<file path="src/rtl/agc_pkg.sv">
package agc_pkg;

    typedef enum logic [1:0] {
        ST_IDLE    = 2'd0,
        ST_SETTLE  = 2'd1,
        ST_MEASURE = 2'd2,
        ST_BLANK   = 2'd3
    } agc_state_t;

    localparam logic [1:0] FRZ_NONE    = 2'd0;
    localparam logic [1:0] FRZ_ON_SYNC = 2'd1;

endpackage

</file>
<file path="src/rtl/agc_sample_counter.sv">
module agc_sample_counter #(
    parameter int CNT_W = 7
) (
    input  logic             clk,
    input  logic             rst_n,
    input  logic             clr,
    input  logic             step,
    input  logic [CNT_W-1:0] limit,
    output logic             last
);

    logic [CNT_W-1:0] count;

    assign last = step && (count == (limit - CNT_W'(1)));

    always_ff @(posedge clk) begin
        if (!rst_n) begin
            count <= '0;
        end else if (clr || last) begin
            count <= '0;
        end else if (step) begin
            count <= count + CNT_W'(1);
        end
    end

endmodule

</file>
<file path="src/rtl/agc_accum.sv">
module agc_accum #(
    parameter int MAG_W  = 8,
    parameter int FLEN_W = 2,
    parameter int ACC_W  = 14
) (
    input  logic              clk,
    input  logic              rst_n,
    input  logic              clr,
    input  logic              add,
    input  logic              dump,
    input  logic [MAG_W-1:0]  sample,
    input  logic [FLEN_W-1:0] flen,
    output logic [MAG_W-1:0]  avg
);

    localparam int SHW = $clog2((1 << FLEN_W) + 3);

    logic [ACC_W-1:0] acc;
    logic [ACC_W-1:0] sum_now;
    logic [SHW-1:0]   shamt;

    always_comb begin
        sum_now = acc + ACC_W'(sample);
        shamt   = SHW'(3) + SHW'(flen);
        avg     = MAG_W'(sum_now >> shamt);
    end

    always_ff @(posedge clk) begin
        if (!rst_n) begin
            acc <= '0;
        end else if (clr || dump) begin
            acc <= '0;
        end else if (add) begin
            acc <= sum_now;
        end
    end

endmodule

</file>
<file path="src/rtl/agc_gain_step.sv">
module agc_gain_step #(
    parameter int MAG_W  = 8,
    parameter int GAIN_W = 6,
    parameter int RSSI_W = 9
) (
    input  logic [GAIN_W-1:0] gain_cur,
    input  logic [MAG_W-1:0]  avg,
    input  logic [MAG_W-1:0]  target,
    input  logic [GAIN_W-1:0] gain_max,
    input  logic              hold,
    output logic [GAIN_W-1:0] gain_next,
    output logic              change,
    output logic [RSSI_W-1:0] rssi
);

    localparam int WIDE  = (MAG_W > GAIN_W) ? MAG_W : GAIN_W;
    localparam int SUM_W = WIDE + 2;
    localparam logic [GAIN_W-1:0] GAIN_TOP = '1;

    logic signed [SUM_W-1:0] s_gain;
    logic signed [SUM_W-1:0] s_tgt;
    logic signed [SUM_W-1:0] s_avg;
    logic signed [SUM_W-1:0] s_max;
    logic signed [SUM_W-1:0] s_sum;
    logic        [GAIN_W-1:0] g_clamp;

    always_comb begin
        s_gain = signed'({{(SUM_W-GAIN_W){1'b0}}, gain_cur});
        s_max  = signed'({{(SUM_W-GAIN_W){1'b0}}, gain_max});
        s_tgt  = signed'({{(SUM_W-MAG_W){1'b0}}, target});
        s_avg  = signed'({{(SUM_W-MAG_W){1'b0}}, avg});
        s_sum  = s_gain + (s_tgt - s_avg);

        if (s_sum[SUM_W-1]) begin
            g_clamp = '0;
        end else if (s_sum > s_max) begin
            g_clamp = gain_max;
        end else begin
            g_clamp = GAIN_W'(s_sum);
        end

        change    = !hold && (g_clamp != gain_cur);
        gain_next = change ? g_clamp : gain_cur;
        rssi      = RSSI_W'(avg) + RSSI_W'(GAIN_TOP - gain_cur);
    end

endmodule

</file>
<file path="src/rtl/agc_loop.sv">
module agc_loop
    import agc_pkg::*;
#(
    parameter int MAG_W          = 8,
    parameter int GAIN_W         = 6,
    parameter int FLEN_W         = 2,
    parameter int WAIT_W         = 2,
    parameter int SETTLE_SAMPLES = 12
) (
    input  logic                                     clk,
    input  logic                                     rst_n,
    input  logic                                     rx_en,
    input  logic                                     sync_found,
    input  logic                                     smp_valid,
    input  logic [MAG_W-1:0]                         smp_mag,
    input  logic [MAG_W-1:0]                         cfg_target,
    input  logic [FLEN_W-1:0]                        cfg_flen,
    input  logic [WAIT_W-1:0]                        cfg_wait,
    input  logic [GAIN_W-1:0]                        cfg_gain_max,
    input  logic [1:0]                               cfg_freeze,
    output logic [GAIN_W-1:0]                        gain_code,
    output logic                                     rssi_valid,
    output logic [((MAG_W > GAIN_W) ? MAG_W : GAIN_W):0] rssi_val,
    output logic                                     settled
);

    localparam int WIDE     = (MAG_W > GAIN_W) ? MAG_W : GAIN_W;
    localparam int RSSI_W   = WIDE + 1;
    localparam int WIN_MAX  = 8 << ((1 << FLEN_W) - 1);
    localparam int WAIT_MAX = 8 << WAIT_W;
    localparam int SPAN_MAX = (WIN_MAX > WAIT_MAX) ? WIN_MAX : WAIT_MAX;
    localparam int CNT_MAX  = (SPAN_MAX > SETTLE_SAMPLES) ? SPAN_MAX : SETTLE_SAMPLES;
    localparam int CNT_W    = $clog2(CNT_MAX + 1);
    localparam int ACC_W    = MAG_W + 3 + (1 << FLEN_W) - 1;

    agc_state_t state;
    agc_state_t state_nxt;

    logic              stb;
    logic              cnt_clr;
    logic              cnt_last;
    logic [CNT_W-1:0]  cnt_limit;
    logic [CNT_W-1:0]  win_len;
    logic [CNT_W-1:0]  wait_len;
    logic              acc_add;
    logic              acc_clr;
    logic              win_end;
    logic              load_gain;
    logic [MAG_W-1:0]  avg;
    logic              hold;
    logic              sync_seen;
    logic [GAIN_W-1:0] gain_next;
    logic              gain_chg;
    logic [RSSI_W-1:0] rssi_calc;

    assign stb      = smp_valid && rx_en;
    assign win_len  = CNT_W'(8) << cfg_flen;
    assign wait_len = CNT_W'({cfg_wait, 3'b000}) + CNT_W'(8);
    assign hold     = cfg_freeze[1] || ((cfg_freeze == FRZ_ON_SYNC) && sync_seen);

    // State register
    always_ff @(posedge clk) begin
        if (!rst_n) begin
            state <= ST_IDLE;
        end else begin
            state <= state_nxt;
        end
    end

    // Next-state logic
    always_comb begin
        state_nxt = state;
        unique case (state)
            ST_IDLE: begin
                if (rx_en) state_nxt = ST_SETTLE;
            end
            ST_SETTLE: begin
                if (cnt_last) state_nxt = ST_MEASURE;
            end
            ST_MEASURE: begin
                if (cnt_last && gain_chg) state_nxt = ST_BLANK;
            end
            ST_BLANK: begin
                if (cnt_last) state_nxt = ST_MEASURE;
            end
        endcase
        if (!rx_en) state_nxt = ST_IDLE;
    end

    // Control outputs decoded from the state
    always_comb begin
        cnt_limit = win_len;
        acc_add   = 1'b0;
        acc_clr   = 1'b1;
        win_end   = 1'b0;
        load_gain = 1'b0;
        unique case (state)
            ST_IDLE: begin
                load_gain = rx_en;
            end
            ST_SETTLE: begin
                cnt_limit = CNT_W'(SETTLE_SAMPLES);
            end
            ST_MEASURE: begin
                cnt_limit = win_len;
                acc_add   = stb;
                acc_clr   = !rx_en;
                win_end   = cnt_last;
            end
            ST_BLANK: begin
                cnt_limit = wait_len;
            end
        endcase
        cnt_clr = !rx_en || (state == ST_IDLE);
    end

    agc_sample_counter #(
        .CNT_W (CNT_W)
    ) u_cnt (
        .clk   (clk),
        .rst_n (rst_n),
        .clr   (cnt_clr),
        .step  (stb),
        .limit (cnt_limit),
        .last  (cnt_last)
    );

    agc_accum #(
        .MAG_W  (MAG_W),
        .FLEN_W (FLEN_W),
        .ACC_W  (ACC_W)
    ) u_acc (
        .clk    (clk),
        .rst_n  (rst_n),
        .clr    (acc_clr),
        .add    (acc_add),
        .dump   (win_end),
        .sample (smp_mag),
        .flen   (cfg_flen),
        .avg    (avg)
    );

    agc_gain_step #(
        .MAG_W  (MAG_W),
        .GAIN_W (GAIN_W),
        .RSSI_W (RSSI_W)
    ) u_step (
        .gain_cur  (gain_code),
        .avg       (avg),
        .target    (cfg_target),
        .gain_max  (cfg_gain_max),
        .hold      (hold),
        .gain_next (gain_next),
        .change    (gain_chg),
        .rssi      (rssi_calc)
    );

    // Gain register
    always_ff @(posedge clk) begin
        if (!rst_n) begin
            gain_code <= '0;
        end else if (load_gain) begin
            gain_code <= cfg_gain_max;
        end else if (win_end && gain_chg) begin
            gain_code <= gain_next;
        end
    end

    // Signal-strength report
    always_ff @(posedge clk) begin
        if (!rst_n) begin
            rssi_valid <= 1'b0;
            rssi_val   <= '0;
        end else begin
            rssi_valid <= win_end;
            if (win_end) rssi_val <= rssi_calc;
        end
    end

    // Settled flag and sync capture
    always_ff @(posedge clk) begin
        if (!rst_n) begin
            settled   <= 1'b0;
            sync_seen <= 1'b0;
        end else if (!rx_en) begin
            settled   <= 1'b0;
            sync_seen <= 1'b0;
        end else begin
            if (win_end && !gain_chg) settled <= 1'b1;
            if (sync_found) sync_seen <= 1'b1;
        end
    end

endmodule

</file>
<file path="config.mk">
export PLATFORM = sky130hd
export DESIGN_NAME = agc_loop
export DESIGN_NICKNAME = d
export VERILOG_FILES = /design/src/rtl/agc_pkg.sv /design/src/rtl/agc_sample_counter.sv /design/src/rtl/agc_accum.sv /design/src/rtl/agc_gain_step.sv /design/src/rtl/agc_loop.sv
export SDC_FILE = /design/constraint.sdc
export NUM_CORES = 1
export LEC_CHECK = 0
export BUFFER_PORTS_ARGS = -buffer_cell sky130_fd_sc_hd__buf_2
export CAP_MARGIN = 15
export CORE_ASPECT_RATIO = 0.75
export CORE_MARGIN = 5
export CORE_UTILIZATION = 50
export CTS_CLUSTER_SIZE = 40
export DETAILED_ROUTE_END_ITERATION = 10
export GPL_TIMING_DRIVEN = 0
export PLACE_DENSITY = 0.71
export SYNTH_ARGS = -nofsm -noshare
export SYNTH_HDL_FRONTEND = slang
export SYNTH_SLANG_ARGS = --single-unit
export TNS_END_PERCENT = 1
</file>
<file path="constraint.sdc">
create_clock -name clk -period 14.3 [get_ports clk]
set_input_delay 4.29 -clock clk [delete_from_list [all_inputs] [get_ports clk]]
set_output_delay 4.29 -clock clk [all_outputs]
set_load 0.005 [all_outputs]
</file>
==> flow_summary.yaml <==
outcome:
  status: "complete, no violations"
yosys:
  syn_area_um2: 3781
  synth_edf_count: 0
  synthTopCellsByArea: "dfxtp_1 (22%), ha_1 (13%), nand2_1 (5.6%), a21oi_1 (5.4%), nor2_1 (5.4%)"
  yosys_warnings: 0
  synthDominantCellAreaShare_pct: 21.71
  syn-mean-instance-area_um2: 7.748
  yosysUniqueCellTypes: 62
  netlist_top_cells_count: "nand2_1 (56), nor2_1 (54), a21oi_1 (41), dfxtp_1 (41), inv_1 (41)"
  yosysTopAreaCell: "dfxtp_1"
  syn_nets: 564
  async_flop_share_pct: 0
  synth_top_flop_cell: "dfxtp_1"
  yosysMostFrequentCell: "nand2_1"
  syn_inst: 488
  ys_ff_latch: 41
  synth.yosys.seq_area_share_pct: 21.71
sta:
  setup_slack_ns: 2.549
  max-slew-margin-rel_pct: 35.41
  setup-violations-final: 0
  setup_tns_ns: 0
  skew_ns: 0.009812
  rsz0062_at_grt: "false"
  hold_viol_final: 0
  drv_slew: 0
  max_freq_ghz: 0.08510
  worst_pin_slew_ns: 0.9614
  period_share_pct: 82.17
  fin_crit_ns: 11.75
global_routing:
  grt.total_usage_pct: 20.08
  grt_pass1_wl_um: 15960
  grt_max_degree: 15
  grt_antenna_before_repair: 0
  grt_pass1_vias: 3400
  overflow: 0
finish:
  final_area_um2: 4265
  n_antenna_cell: 0
  postLayoutCoreUtil_pct: 57.92
  seqCellArea_um2: 820.8
  area_delta_synth_final_pct: 12.81
  nFillCells: 702
  instances_no_fill: 646
  final_layout_size_suffix_gt1_share_pct: 13.94
  fin_nets: 620
  multiInputGateArea_um2: 2750
clock_network:
  cts-hold-fix-buffers: 0
  cts_buffers: 5
  htree_levels: 2
  cts_tree: "built"
  cts_setup_buffers: 0
  clk_pin_slew_ns: 0.09
  ctsRootBufferMaster: "clkbuf_8"
  cts_buffer_depth: 2
  clkLatencyLatePin_ns: 0.31
  clock-sinks: 41
  cts.repair.resized: 0
worst_setup_path:
  cpMostUsedCell: "nor2b_1"
  path_buf_inv: 4
  endpoint_kind: "flip-flop"
  crit_path_top_delay_cell: "fa_1"
  cp_top_family: "compound AO/OA/AOI/OAI gates"
  cp_max_fo: 6
  path_class: "input pin to flip-flop"
  critPathLaunchType: "input pin"
  critPathMaxStageDelay_ns: 0.51
  critical_path_required_ns: 14.54
  arrival_ns: 11.99
detailed_routing:
  drtIter0Drc: 169
  ant_nets: 0
  routed_wl_um: 9441
  detail_route.wl_per_cell_um: 14.61
  num_vias: 3523
  top_layer: "met4"
  route.met3.wl_um: 722
  firstDrtPassIters: 4
  drc_errors: 0
  dr_wl_met2_um: 3941
  vias_per_cell: 5.454
  m1WireLength_um: 4694
place:
  preCtsSetupSlack_ns: 2.246
  dp.cells: 638
  place_area_um2: 4153
  hpwl_um: 7661
  place_congestion: 0.8871
  io_buffer_count: 49
power:
  seqPwrFrac_pct: 29.3
  power_frac_comb_pct: 46.3
  p_clk_share_pct: 24.4
  leakage_nw: 1.882
  power.density_nw_per_um2: 97.04
  intPower_mw: 0.2507
  swShare_pct: 39.44
  p_switching_mw: 0.1633
  vdd_drop_max_mv: 0.03717
floorplanning:
  num_rows: 27
  die_x_um: 110.4
  start_util_pct: 51.34
  io_pins: 50
  die_h_um: 85.31
  dieArea_um2: 9420
  coreArea_um2: 7365
min_path:
  worst_hold_path_type: "flip-flop to flip-flop"
flow_run:
  max-cap-violations: 0
## final timing paths
path | from | endpoint | slack, ns | cells past startpoint
max reg2reg | u_acc.acc[0] | gain_code[5] | 6.25 | 33
max | smp_mag[0] | gain_code[5] | 2.55 | 34
min reg2reg | settled | settled | 0.45 | 2
min | settled | settled | 0.45 | 2
## registers in the layout (all words and copies together) (netlist names)
signal,cells
rssi_valid,1
state,2
settled,1
sync_seen,1
u_acc.acc,14
rssi_val,9
u_cnt.count,7
gain_code,6
## metrics by stage
stage	total power, mW	hold WS, ns
final	0.4139	0.4530
after global routing	0.4405	0.4856
after CTS	0.4127	0.4528
after detailed placement	0.3124	0.4395
after global placement	0.3056	0.4354
after floorplan	0.2677	0.4386
## worst register-to-register path: cells and delay by family (launching register included)
kind | cells | cell delay (ns)
AOI/OAI and AO/OA | 15 | 3.47
xor gates and xnor gates | 2 | 0.67
adders and majority gates | 6 | 2.06
buffers and inverters | 3 | 0.17
DFF | 1 | 0.35
muxes | 1 | 0.24
and+or+nand+nor | 6 | 1.03
## power by group through the flow
stage	clock network, mW	logic, mW	registers [mW]
finish	0.101	0.192	0.121
global route	0.107	0.212	0.122
detailed placement	0	0.188	0.124
global placement	0	0.182	0.124
floorplan	0	0.145	0.123
CTS	0.102	0.190	0.121
## cells by family after synthesis
group | Yosys count | synth area share, %
AO/OA/AOI/OAI | 115 | 21.11
AND/OR/NAND/NOR | 175 | 21.71
adder cells (fa/ha/maj) | 43 | 15.02
buffers and inverters | 54 | 5.559
flip-flops | 41 | 21.71
multiplexers | 20 | 5.625
XOR/XNOR | 40 | 9.265
## cells in the final DEF (no fill, tap or decap), drive strengths merged, types with 15 or more instances in the layout
cell type,instances
xnor2,23
buf,51
ha,39
nand3,19
a21oi,41
mux2i,19
nor2,54
clkbuf,15
xor2,17
dfxtp,41
nand2,57
o21ai,22
inv,43
## metal layers
layer	up-vias	GRT usage (%)
met5	-	0
met4	0	4.027
met3	9	3.849
met2	95	30.62
met1	1594	29.40
li1	1825	-
## cell type report
cell class	instances	area share, %
Buffer	12	1.232
Clock buffer	5	1.613
Clock inverter	3	1.027
Inverter	42	3.696
Multi-Input combinational cell	393	64.48
Sequential cell	41	19.24
Tap cell	101	2.963
Timing Repair Buffer	49	5.749
No activity file was read; power rests on OpenSTA's default activity.
